==> config.mk <==
export PLATFORM = sky130hd
export DESIGN_NAME = irq_wake_notifier
export DESIGN_NICKNAME = d
export VERILOG_FILES = /design/src/rtl/wake_notify_pkg.sv /design/src/rtl/wake_notify_ctrl.sv /design/src/rtl/wake_notify_dp.sv /design/src/rtl/irq_wake_notifier.sv
export SDC_FILE = /design/constraint.sdc
export NUM_CORES = 1
export LEC_CHECK = 0
export BUFFER_PORTS_ARGS = -buffer_cell sky130_fd_sc_hd__buf_2
export CORE_AREA = 5 5 42 44
export CTS_CLUSTER_DIAMETER = 80
export CTS_CLUSTER_SIZE = 10
export DETAILED_ROUTE_END_ITERATION = 7
export DIE_AREA = 0 0 47 49
export GPL_ROUTABILITY_DRIVEN = 1
export PLACE_DENSITY = 0.72
export SYNTH_ARGS = -nofsm -noshare
export SYNTH_HDL_FRONTEND = slang
export SYNTH_SLANG_ARGS = --single-unit
==> constraint.sdc <==
create_clock -name clk -period 0.9 [get_ports clk]
set_input_delay 0.09 -clock clk [delete_from_list [all_inputs] [get_ports clk]]
set_output_delay 0.09 -clock clk [all_outputs]
set_load 0.02 [all_outputs]
==> src/rtl/wake_notify_pkg.sv <==
package wake_notify_pkg;

  typedef enum logic [1:0] {
    RUN_STOPPED   = 2'd0,
    RUN_CHECKSTOP = 2'd1,
    RUN_OPERATING = 2'd2,
    RUN_LOAD      = 2'd3
  } runState_e;

  localparam int KIND_W = 3;

  // strobes from control to datapath; exactly one gate is set
  typedef struct packed {
    logic notifyStb;
    logic gateExt;
    logic gateIo;
    logic gateMchk;
    logic gateNone;
  } wakeStrobe_t;

endpackage

==> src/rtl/wake_notify_ctrl.sv <==
module wake_notify_ctrl
  import wake_notify_pkg::*;
(
  input  logic              notifyValid,
  input  logic [KIND_W-1:0] notifyKind,
  output wakeStrobe_t       strobe
);

  // lowest set category bit chooses which enable gates a halted CPU
  always_comb begin
    strobe = '0;
    strobe.notifyStb = notifyValid;
    if (notifyKind[0])      strobe.gateExt  = 1'b1;
    else if (notifyKind[1]) strobe.gateIo   = 1'b1;
    else if (notifyKind[2]) strobe.gateMchk = 1'b1;
    else                    strobe.gateNone = 1'b1;
  end

endmodule

==> src/rtl/wake_notify_dp.sv <==
module wake_notify_dp
  import wake_notify_pkg::*;
#(
  parameter int NUM_CPU = 4
) (
  input  logic                 clk,
  input  logic                 rst_n,
  input  wakeStrobe_t          strobe,
  input  logic [2*NUM_CPU-1:0] cpuRunState,
  input  logic [NUM_CPU-1:0]   cpuHalted,
  input  logic [NUM_CPU-1:0]   cpuExtEn,
  input  logic [NUM_CPU-1:0]   cpuIoEn,
  input  logic [NUM_CPU-1:0]   cpuMchkEn,
  input  logic [NUM_CPU-1:0]   reqAck,
  output logic [NUM_CPU-1:0]   hardReq,
  output logic [NUM_CPU-1:0]   kick
);

  for (genvar i = 0; i < NUM_CPU; i++) begin : g_cpu
    runState_e state;
    logic      active;
    logic      enPick;
    logic      eligible;
    logic      reqQ;
    logic      kickQ;

    assign state  = runState_e'(cpuRunState[2*i +: 2]);
    assign active = (state == RUN_OPERATING) || (state == RUN_LOAD);

    always_comb begin
      enPick = 1'b0;
      unique case (1'b1)
        strobe.gateExt:  enPick = cpuExtEn[i];
        strobe.gateIo:   enPick = cpuIoEn[i];
        strobe.gateMchk: enPick = cpuMchkEn[i];
        default:         enPick = 1'b1;
      endcase
    end

    assign eligible = active && (!cpuHalted[i] || enPick);

    always_ff @(posedge clk) begin
      if (!rst_n) begin
        reqQ  <= 1'b0;
        kickQ <= 1'b0;
      end else begin
        kickQ <= strobe.notifyStb && eligible;
        if (strobe.notifyStb)  reqQ <= 1'b1;
        else if (reqAck[i])    reqQ <= 1'b0;
      end
    end

    assign hardReq[i] = reqQ;
    assign kick[i]    = kickQ;
  end

endmodule

==> src/rtl/irq_wake_notifier.sv <==
module irq_wake_notifier
  import wake_notify_pkg::*;
#(
  parameter int NUM_CPU = 4
) (
  input  logic                 clk,
  input  logic                 rst_n,
  input  logic                 notifyValid,
  input  logic [KIND_W-1:0]    notifyKind,
  input  logic [2*NUM_CPU-1:0] cpuRunState,
  input  logic [NUM_CPU-1:0]   cpuHalted,
  input  logic [NUM_CPU-1:0]   cpuExtEn,
  input  logic [NUM_CPU-1:0]   cpuIoEn,
  input  logic [NUM_CPU-1:0]   cpuMchkEn,
  input  logic [NUM_CPU-1:0]   reqAck,
  output logic [NUM_CPU-1:0]   hardReq,
  output logic [NUM_CPU-1:0]   kick
);

  wakeStrobe_t strobe;

  wake_notify_ctrl ctrl_i (
    .notifyValid (notifyValid),
    .notifyKind  (notifyKind),
    .strobe      (strobe)
  );

  wake_notify_dp #(.NUM_CPU(NUM_CPU)) dp_i (
    .clk         (clk),
    .rst_n       (rst_n),
    .strobe      (strobe),
    .cpuRunState (cpuRunState),
    .cpuHalted   (cpuHalted),
    .cpuExtEn    (cpuExtEn),
    .cpuIoEn     (cpuIoEn),
    .cpuMchkEn   (cpuMchkEn),
    .reqAck      (reqAck),
    .hardReq     (hardReq),
    .kick        (kick)
  );

endmodule

# After elaboration in Yosys (flattened, before gate mapping)
# Cells that the tools add are included.
classes:
  n_mux: 18
  n_eq_ne: 8
  reduce_logical: 24
ops:
  columns: ["op", "count"]
  rows:
  - ["$eq 2x2->1 const B", 8]
  - ["$mux 1", 12]
  - ["$pmux 1 s3", 4]
  - ["$logic_and 1x1->1", 8]
  - ["$logic_or 1x1->1", 8]
  - ["$reduce_bool 2->1", 4]
  - ["$logic_not 1->1", 4]
  - ["$mux 3", 1]
  - ["$mux 2", 1]
word_totals:
  regBits: 8
  inputBits: 34
  output_inout_bits: 8
  word_cells: 58

# Depth between registers and ports, before layout
# Gate-level depths: netlist (run 1).
depth:
  word_depth: 7
  mapped_depth: 3
  ltp_nobuf: 3

# Cells and area by module
# From an unflattened synthesis (run 1), not the netlist that was laid out.
unflattened:
  cells_unflattened: 48
  area_unflattened_um2: 441.7
by_module_without_submodules:
  columns: ["mod", "seq_area_each_um2", "cells_each", "area_each_um2", "n_inst"]
  rows:
  - ["wake_notify_dp", 160.2, 43, 405.4, 1]
  - ["wake_notify_ctrl", 0.0, 5, 36.3, 1]

# Worst setup path before layout (run 1)
# Ideal clock, no wire load.
synth_path:
  path_type: "register -> register"
  from: "register dp_i.g_cpu[0].reqQ (netlist name)"
  to: "register dp_i.g_cpu[0].reqQ"
  setup_time_ns: 0.115
  setup_slack_ns: 0.241
  path_buffers: 0
  path_stages_with_launch: 3
  period_less_slack_ns: 0.659
  required_ns: 0.785
  arrival_ns: 0.545
  path_cell_list: "dfxtp_1 -> nor2b_1 -> o21a_1"
synth_lines:
  columns: ["item", "line_no", "rtl"]
  rows:
  - ["end signal: assignment", "wake_notify_dp.sv:44", "reqQ <= 1'b0;"]
  - ["end signal: assignment", "wake_notify_dp.sv:48", "if (strobe.notifyStb) reqQ <= 1'b1;"]
  - ["end signal: assignment", "wake_notify_dp.sv:49", "else if (reqAck[i]) reqQ <= 1'b0;"]
  - ["end: declaration", "wake_notify_dp.sv:24", "logic reqQ;"]

# Worst setup path in the final report (run 1)
layout_path:
  from: "register dp_i.g_cpu[3].reqQ"
  to: "output port hardReq[3]"
layout_lines:
  columns: ["item", "line_no", "rtl"]
  rows:
  - ["start: declaration", "wake_notify_dp.sv:24", null]
  - ["start signal: assignment", "wake_notify_dp.sv:44", null]
  - ["start signal: assignment", "wake_notify_dp.sv:48", null]
  - ["start signal: assignment", "wake_notify_dp.sv:49", null]
  - ["end: declaration", "irq_wake_notifier.sv:16", "output logic [NUM_CPU-1:0] hardReq,"]
# No word-level cell between the ends.

==> flow_summary.json, run 1 <==
{
  "period_minus_slack_ns": 0.8056,
  "critical_path_class": "flop to output port",
  "initial_core_util_pct": 30.18,
  "cts-root-buf": "clkbuf_4",
  "path_buf_inv": 1,
  "htree_num_levels": 1,
  "maxSlewViolCount": 0,
  "cts-buffers-inserted": 3,
  "setup_violations": 0,
  "clock_path_buffers": 2,
  "status": "complete, no violations",
  "drv_cap": 0,
  "nets": 113,
  "peakVddDrop_mv": 0.5352,
  "rrSetupSlack_ns": 0.23,
  "die-area_sq_um": 2303,
  "seq_area_frac_synth_pct": 37.87,
  "period_share_pct": 89.51,
  "synth_seq_cells": 8,
  "fin_skew_ns": 0,
  "drt_iter0_markers": 3,
  "cp-end-kind": "output port",
  "whs_ns": 0.02127,
  "wl_per_cell_um": 11.08,
  "die_y_um": 49,
  "grt_overflow": 0,
  "cp_cell_sequence": "buf_2",
  "critPathMaxStageDelay_ns": 0.31,
  "via_per_inst": 4.645,
  "syn_inst": 47,
  "ys_top_cells_by_area": "dfxtp_1 38%, buf_4 14%, a22oi_1 7.1%",
  "areaGrowthSynthToFinish_pct": 37.87,
  "yosysTopAreaCell": "dfxtp_1",
  "track_usage_pct": 10.37,
  "final.setup.tns_ns": 0,
  "synth_warnings": 0,
  "total_power_uw": 811.9,
  "postCtsHoldBufs": 0,
  "vias": 432,
  "leakage_nw": 0.2931,
  "port_buffers": 37,
  "hold_class": "primary input to flop",
  "routed_wl_mm": 1.030,
  "grt_pass1_vias": 420,
  "gp_congestion": 0.7350,
  "powerDensity_nw_per_um2": 1392,
  "critPathTopFamily": "flip-flops",
  "yosysUniqueCellTypes": 12,
  "crit_arrival_ns": 0.72,
  "grt_first_pass_wirelength_mm": 1.656,
  "cts_tree": "yes",
  "slew_headroom_pct": 88.45,
  "fmax_ghz": 1.241,
  "place_area_sq_um": 560.5,
  "clkTransAtPathRegs_ns": 0.05,
  "antennaDiodeCount": 0,
  "startpoint_type": "flop",
  "die_x_um": 47,
  "clk_latency_ns": 0.25,
  "hold_violations": 0,
  "slowest_stage": "dfxtp_1",
  "ctsResizeCount": 0,
  "drc": 0,
  "crit_required_ns": 0.81,
  "drt-pass1-iter-count": 2,
  "syn_nets": 81,
  "synth.top_cell.area_share_pct": 37.87,
  "rows": 14,
  "tightest_slew_ns": 0.1731,
  "antenna_found_initial": 0,
  "synth_area_per_cell_sq_um": 8.998,
  "io_pins": 42,
  "clock_sinks": 8,
  "rsz0062_at_grt": "no",
  "core-area_sq_um": 1401,
  "post_cts_buffers": 0,
  "drive_gt1_share_pct": 53.25,
  "grt_max_degree": 10,
  "ant_nets": 0,
  "syn_area_sq_um": 422.9,
  "cp_max_fo": 2,
  "fin_area_sq_um": 583.1
}
## power by group
part           internal, mW  switching [mW]  leakage (nW)  total (mW)
clock network         0.152           0.111        0.0138       0.263
registers             0.373         0.00505        0.0661       0.378
logic                0.0897          0.0810         0.213       0.171
## cell families (layout without fill, tap and decap cells)
family	Yosys count	after routing	synth area share [%]
AOI/OAI and AO/OA	12	12	20.12
buffers and inverters	10	40	15.98
DFF	8	8	37.87
and+or+nand+nor	17	17	26.04
## synthesized netlist by cell type (all sizes together)
cell type  count
clkbuf         2
or2b           3
buf            8
a31oi          4
nand2b         1
nor2           1
o21a           4
nand3b         4
nor2b          4
dfxtp          8
a22oi          4
nand3          4
## final timing paths
kind                                     endpoint                            start  cells after the start
hold / removal     dp_i.g_cpu[1].kickQ$_SDFF_PN0_                     cpuHalted[1]                      2
setup / recovery                       hardReq[3]  dp_i.g_cpu[3].reqQ$_SDFFE_PN0P_                      1
hold reg to reg   dp_i.g_cpu[3].reqQ$_SDFFE_PN0P_  dp_i.g_cpu[3].reqQ$_SDFFE_PN0P_                      2
setup reg to reg  dp_i.g_cpu[1].reqQ$_SDFFE_PN0P_  dp_i.g_cpu[1].reqQ$_SDFFE_PN0P_                      2
## area by class of cell
type                            count  area, sq um
Fill cell                         158        818.3
Multi-Input combinational cell     29        195.2
Timing Repair Buffer               37        185.2
Sequential cell                     8        160.2
Clock buffer                        3        22.52
Tap cell                           16        20.02
## per-stage QoR
stage,cells,util [%],setup WS (ns)
2_1_floorplan,47,-,0.2407
3_3_place_gp,90,40.00,0.1105
3_5_place_dp,90,40.00,0.08924
4_1_cts,93,41.61,0.07975
5_1_grt,93,41.61,0.04541
6_report,93,41.61,0.09444
## per-layer routing
metal	routed length [um]	up-vias	track usage, %
met2	479	29	15.16
met4	19	0	8.295
li1	-	221	-
met3	156	2	5.535
met1	375	180	10.40
met5	0	-	0
## flip-flops by register name (all words and copies together), names as in the netlist
signal	flops
dp_i.g_cpu.kickQ	4
dp_i.g_cpu.reqQ	4
## worst register-to-register path, cell delays in order, from the launching register on
cell and delay, ns:
dfxtp_1 0.30, nor2b_1 0.12, o21a_1 0.15
## cell usage in the layout, fill, tap and decap left out, drive strengths merged
| cell type | instances |
|---|---|
| nand3b | 4 |
| nor2 | 1 |
| a31oi | 4 |
| nor2b | 4 |
| or2b | 3 |
| o21a | 4 |
| dfxtp | 8 |
| nand3 | 4 |
| nand2b | 1 |
| a22oi | 4 |
| clkbuf | 3 |
| buf | 37 |
Note: power is estimated with default switching activity, not from simulation.
==> inputs of run 2 (changes only) <==
--- a/config.mk
+++ b/config.mk
@@ -5,14 +5,15 @@
 export SDC_FILE = /design/constraint.sdc
 export NUM_CORES = 1
 export LEC_CHECK = 0
+export ABC_AREA = 1
 export BUFFER_PORTS_ARGS = -buffer_cell sky130_fd_sc_hd__buf_2
-export CORE_AREA = 5 5 42 44
+export CORE_MARGIN = 5
+export CORE_UTILIZATION = 35
 export CTS_CLUSTER_DIAMETER = 80
 export CTS_CLUSTER_SIZE = 10
 export DETAILED_ROUTE_END_ITERATION = 7
-export DIE_AREA = 0 0 47 49
 export GPL_ROUTABILITY_DRIVEN = 1
-export PLACE_DENSITY = 0.72
+export PLACE_DENSITY = 0.76
 export SYNTH_ARGS = -nofsm -noshare
 export SYNTH_HDL_FRONTEND = slang
 export SYNTH_SLANG_ARGS = --single-unit
==> flow_summary.json, run 2 <==
{
  "whs_ns": 0.01903,
  "htree_num_levels": 1,
  "drive_gt1_share_pct": 38.46,
  "num-fill-cells": 133,
  "ff2ff_path_depth": 2,
  "clock_path_buffers": 2,
  "drt-pass1-iter-count": 4,
  "power_frac_seq_pct": 45.9,
  "cts_tree": "yes",
  "worstReg2RegStart": "dp_i.g_cpu[3].reqQ$_SDFFE_PN0P_",
  "cp-end-kind": "output port",
  "startpoint": "dp_i.g_cpu[2].reqQ$_SDFFE_PN0P_",
  "power_frac_clock_pct": 32.1,
  "port_buffers": 37,
  "vias": 493,
  "wl_per_cell_um": 8.782,
  "drc": 0,
  "antennaDiodeCount": 0,
  "yosys.area_share.xor_xnor_pct": 0,
  "routed_wl_mm": 1.045,
  "synth_flop_cell": "dfxtp_1",
  "muxShareOfSynthArea_pct": 0,
  "path_buf_inv": 1,
  "final_cells": 119,
  "period_minus_slack_ns": 0.8212,
  "slew_headroom_pct": 84.43,
  "critPathTopFamily": "flip-flops",
  "via_per_inst": 4.143,
  "initial_core_util_pct": 36.09,
  "period_share_pct": 91.24,
  "hold_violations": 0,
  "hold_class": "primary input to flop",
  "final_cell_mix": "37 x buf_2, 21 x inv_1, 14 x nand2_1, 8 x nand3_1, 8 x dfxtp_1",
  "synth-simple-area-share_pct": 24.32,
  "synth_top_family_by_area": "buffers and inverters",
  "syn_nets": 106,
  "rr_endpoint": "dp_i.g_cpu[3].reqQ$_SDFFE_PN0P_",
  "grt_max_degree": 9,
  "synth_fa_ha_area_share_pct": 0,
  "rows": 13,
  "synth.top_cell.area_share_pct": 34.97,
  "cp_cell_sequence": "buf_2",
  "post_cts_buffers": 0,
  "areaGrowthSynthToFinish_pct": 36.34,
  "ys_top_cells_by_area": "dfxtp_1 35%, inv_1 17%, buf_4 13%",
  "final.setup.tns_ns": 0,
  "peakVddDrop_mv": 0.6755,
  "clock_sinks": 8,
  "combPwrFrac_pct": 22.0,
  "nets": 140,
  "cts-root-buf": "clkbuf_4",
  "cp_max_fo": 2,
  "track_usage_pct": 10.06,
  "setup_violations": 0,
  "synth_area_per_cell_sq_um": 6.360,
  "leakage_nw": 0.4151,
  "dp_hpwl_um": 898.5,
  "yosysUniqueCellTypes": 9,
  "seq_area_frac_synth_pct": 34.97,
  "fin_skew_ns": 0,
  "crit_end": "hardReq[2]",
  "ys_top_cells_by_count": "21 x inv_1, 14 x nand2_1, 8 x buf_4, 8 x dfxtp_1, 8 x nand3_1",
  "io_pins": 42,
  "fmax_ghz": 1.218,
  "cts-buffers-inserted": 3,
  "synth_warnings": 0,
  "rsz0062_at_grt": "no",
  "clk_latency_ns": 0.25,
  "rrSetupSlack_ns": 0.26,
  "crit_required_ns": 0.81,
  "powerDensity_nw_per_um2": 1332,
  "gp_congestion": 0.6672,
  "reg_top3": "dp_i.g_cpu.kickQ (4), dp_i.g_cpu.reqQ (4)",
  "grt_first_pass_wirelength_mm": 1.518,
  "synth-async-reset-ratio_pct": 0,
  "cp.depth": 1,
  "intPower_uw": 612.9,
  "grt_pass1_vias": 419,
  "startpoint_type": "flop",
  "slowest_stage": "dfxtp_1",
  "postCtsHoldBufs": 0,
  "clkTransAtPathRegs_ns": 0.05,
  "syn_inst": 72,
  "drt_iter0_markers": 5,
  "place_inst": 116,
  "synth_seq_cells": 8,
  "yosysTopAreaCell": "dfxtp_1",
  "critical_path_class": "flop to output port",
  "die_y_um": 46.17,
  "drv_cap": 0,
  "core-area_sq_um": 1269,
  "final_common_cell": "buf_2",
  "ant_nets": 0,
  "status": "complete, no violations",
  "syn_area_sq_um": 457.9,
  "synth_compound_area_share_pct": 10.38,
  "antenna_found_initial": 0,
  "die_x_um": 46.17,
  "grt_overflow": 0,
  "synth.most_common_cell": "inv_1",
  "ctsResizeCount": 0,
  "sw_frac_of_total_pct": 26.31,
  "crit_arrival_ns": 0.73,
  "maxSlewViolCount": 0,
  "die-area_sq_um": 2132,
  "synth_edf_count": 0,
  "critPathMaxStageDelay_ns": 0.32,
  "tightest_slew_ns": 0.2331,
  "p_sw_uw": 218.9
}
-- run 2: cells by family (layout without fill, tap and decap cells) --
family                 Yosys count  in the layout
flip-flops                       8              8
AO/OA/AOI/OAI                    8              8
buffers and inverters           29             61
AND/OR/NAND/NOR                 27             27
-- run 2: how the worst min path moves through the flow --
| stage | startpoint | end | slack (ns) | cells after the start |
|---|---|---|---|---|
| finish | reqAck[3] | dp_i.g_cpu[3].reqQ$_SDFFE_PN0P_ | 0.02 | 2 |
| CTS | reqAck[3] | dp_i.g_cpu[3].reqQ$_SDFFE_PN0P_ | 0.008 | 2 |
| floorplan | reqAck[0] | dp_i.g_cpu[0].reqQ$_SDFFE_PN0P_ | 0.19 | 1 |
| global route | reqAck[3] | dp_i.g_cpu[3].reqQ$_SDFFE_PN0P_ | 0.005 | 2 |
| global placement | reqAck[0] | dp_i.g_cpu[0].reqQ$_SDFFE_PN0P_ | 0.28 | 2 |
| detailed placement | reqAck[3] | dp_i.g_cpu[3].reqQ$_SDFFE_PN0P_ | 0.28 | 2 |
-- run 2: final cells by class --
type	instances	area, sq um	share of cell area [%]
Clock buffer	3	22.52	3.607
Multi-Input combinational cell	35	158.9	25.45
Timing Repair Buffer	37	185.2	29.66
Sequential cell	8	160.2	25.65
Inverter	21	78.83	12.63
Tap cell	15	18.77	3.006
-- run 2: power by group through the flow --
stage	Combinational, mW	Sequential [mW]	Clock, mW
after floorplan	0.115	0.389	0
after global placement	0.180	0.389	0
after detailed placement	0.184	0.390	0
after CTS	0.185	0.382	0.283
after global routing	0.206	0.383	0.309
final	0.183	0.382	0.267
-- run 2: routing by layer --
| metal | up-vias | track usage (%) | share of wire, % |
|---|---|---|---|
| met3 | 0 | 5.859 | 10 |
| met1 | 203 | 9.977 | 35 |
| met5 | - | 0 | 0 |
| met2 | 17 | 17.31 | 55 |
| li1 | 273 | - | - |
| met4 | 0 | 3.409 | 0 |
-- run 2: stage by stage --
stage	total power, mW	util, %	area (sq um)	worst slack [ns]
floorplan	0.5044	-	457.9	0.2938
global placement	0.5694	47.44	601.8	0.1689
detailed placement	0.5740	47.44	601.8	0.1508
CTS	0.8503	49.21	624.3	0.06483
global route	0.8987	49.21	624.3	0.03386
finish	0.8317	49.21	624.3	0.07883
==> inputs of run 3 (changes only) <==
--- a/config.mk
+++ b/config.mk
@@ -7,13 +7,13 @@
 export LEC_CHECK = 0
 export ABC_AREA = 1
 export BUFFER_PORTS_ARGS = -buffer_cell sky130_fd_sc_hd__buf_2
-export CORE_MARGIN = 5
-export CORE_UTILIZATION = 35
+export CORE_AREA = 5 5 42 44
 export CTS_CLUSTER_DIAMETER = 80
 export CTS_CLUSTER_SIZE = 10
 export DETAILED_ROUTE_END_ITERATION = 7
+export DIE_AREA = 0 0 47 49
 export GPL_ROUTABILITY_DRIVEN = 1
-export PLACE_DENSITY = 0.76
+export PLACE_DENSITY = 0.75
 export SYNTH_ARGS = -nofsm -noshare
 export SYNTH_HDL_FRONTEND = slang
 export SYNTH_SLANG_ARGS = --single-unit
==> constraint.sdc (replaced) <==
create_clock -name clk -period 1 [get_ports clk]
set_input_delay 0.1 -clock clk [delete_from_list [all_inputs] [get_ports clk]]
set_output_delay 0.1 -clock clk [all_outputs]
set_load 0.02 [all_outputs]
==> flow_summary.json, run 3 (synthesis gave the netlist of run 2 again) <==
{
  "drive_gt1_share_pct": 38.46,
  "rr_endpoint": "dp_i.g_cpu[0].reqQ$_SDFFE_PN0P_",
  "rsz0062_at_grt": "no",
  "period_share_pct": 84.39,
  "period_minus_slack_ns": 0.8439,
  "peakVddDrop_mv": 0.6326,
  "cp.depth": 1,
  "rows": 14,
  "track_usage_pct": 11.07,
  "reg_top3": "dp_i.g_cpu.kickQ (4), dp_i.g_cpu.reqQ (4)",
  "drt_iter0_markers": 7,
  "fin_skew_ns": 0,
  "total_power_uw": 759.9,
  "clock_path_buffers": 2,
  "fmax_ghz": 1.185,
  "cts_tree": "yes",
  "dp_hpwl_um": 970.3,
  "via_per_inst": 4.158,
  "startpoint_type": "flop",
  "final_common_cell": "buf_2",
  "critPathMaxStageDelay_ns": 0.33,
  "hold_class": "primary input to flop",
  "critPathTopFamily": "flip-flops",
  "final.setup.tns_ns": 0,
  "cts-buffers-inserted": 3,
  "hold_violations": 0,
  "wl_per_cell_um": 9.375,
  "path_buf_inv": 1,
  "io_pins": 42,
  "critical_path_class": "flop to output port",
  "rrSetupSlack_ns": 0.32,
  "drt-pass1-iter-count": 4,
  "areaGrowthSynthToFinish_pct": 36.61,
  "antennaDiodeCount": 0,
  "grt_max_degree": 9,
  "crit_end": "hardReq[0]",
  "clock_sinks": 8,
  "cp_max_fo": 2,
  "crit_required_ns": 0.90,
  "crit_arrival_ns": 0.74,
  "slew_headroom_pct": 83.18,
  "num-fill-cells": 165,
  "grt_pass1_vias": 465,
  "gp_congestion": 0.8380,
  "htree_num_levels": 1,
  "core-area_sq_um": 1401,
  "slowest_stage": "dfxtp_1",
  "final_cell_mix": "37 x buf_2, 21 x inv_1, 14 x nand2_1, 8 x nand3_1, 8 x dfxtp_1",
  "cp-end-kind": "output port",
  "setup_violations": 0,
  "status": "complete, no violations",
  "grt_overflow": 0,
  "maxSlewViolCount": 0,
  "antenna_found_initial": 0,
  "vias": 499,
  "nets": 140,
  "postCtsHoldBufs": 0,
  "die_y_um": 49,
  "grt_first_pass_wirelength_mm": 1.849,
  "tightest_slew_ns": 0.2513,
  "routed_wl_mm": 1.125,
  "drv_cap": 0,
  "die-area_sq_um": 2303,
  "post_cts_buffers": 0,
  "worstReg2RegStart": "dp_i.g_cpu[0].reqQ$_SDFFE_PN0P_",
  "startpoint": "dp_i.g_cpu[0].reqQ$_SDFFE_PN0P_",
  "drc": 0,
  "leakage_nw": 0.4151,
  "initial_core_util_pct": 32.68,
  "cts-root-buf": "clkbuf_4",
  "powerDensity_nw_per_um2": 1215,
  "port_buffers": 37,
  "cp_cell_sequence": "buf_2",
  "die_x_um": 47,
  "ctsResizeCount": 0,
  "clkTransAtPathRegs_ns": 0.06,
  "clk_latency_ns": 0.25,
  "ant_nets": 0,
  "ff2ff_path_depth": 2
}
==> run 3: cell counts in the layout (fill, tap and decap cells not counted) <==
No cell type changed its count.
==> run 3: per-stage QoR <==
step | util [%] | hold slack, ns | instance area [sq um] | worst slack [ns] | cells
CTS | 44.64 | 0.02463 | 625.6 | 0.1467 | 120
global route | 44.64 | 0.02129 | 625.6 | 0.1081 | 120
detailed placement | 43.04 | 0.2955 | 603.1 | 0.2197 | 117
floorplan | - | 0.2020 | 457.9 | 0.3938 | 72
finish | 44.64 | 0.03088 | 625.6 | 0.1561 | 120
global placement | 43.04 | 0.2868 | 603.1 | 0.2480 | 117
==> run 3: area by class of cell <==
class	count	area, sq um	share of cell area [%]
Multi-Input combinational cell	35	158.9	25.40
Tap cell	16	20.02	3.200
Sequential cell	8	160.2	25.60
Clock buffer	3	22.52	3.600
Timing Repair Buffer	37	185.2	29.60
Inverter	21	78.83	12.60
==> run 3: how the worst min path moves through the flow <==
stage              start                               to  slack, ns  cells past startpoint
3_3_place_gp   reqAck[3]  dp_i.g_cpu[3].reqQ$_SDFFE_PN0P_       0.29                      2
2_1_floorplan  reqAck[0]  dp_i.g_cpu[0].reqQ$_SDFFE_PN0P_       0.20                      1
5_1_grt        reqAck[2]  dp_i.g_cpu[2].reqQ$_SDFFE_PN0P_       0.02                      2
6_report       reqAck[1]  dp_i.g_cpu[1].reqQ$_SDFFE_PN0P_       0.03                      2
4_1_cts        reqAck[2]  dp_i.g_cpu[2].reqQ$_SDFFE_PN0P_       0.02                      2
3_5_place_dp   reqAck[2]  dp_i.g_cpu[2].reqQ$_SDFFE_PN0P_       0.30                      2
==> run 3: power breakdown <==
| part | total [mW] | internal, mW | switching, mW |
|---|---|---|---|
| clock network | 0.251 | 0.138 | 0.114 |
| logic | 0.165 | 0.0767 | 0.0883 |
| registers | 0.344 | 0.337 | 0.00623 |
| total | 0.760 | 0.552 | 0.208 |
==> run 3: per-layer routing <==
layer	wire length (um)	share of wire [%]	track usage (%)	vias to the layer above
met1	391	35	11.04	215
li1	-	-	-	271
met4	0	0	6.912	0
met3	69	6.1	3.690	0
met2	664	59	18.55	13
met5	0	0	0	-
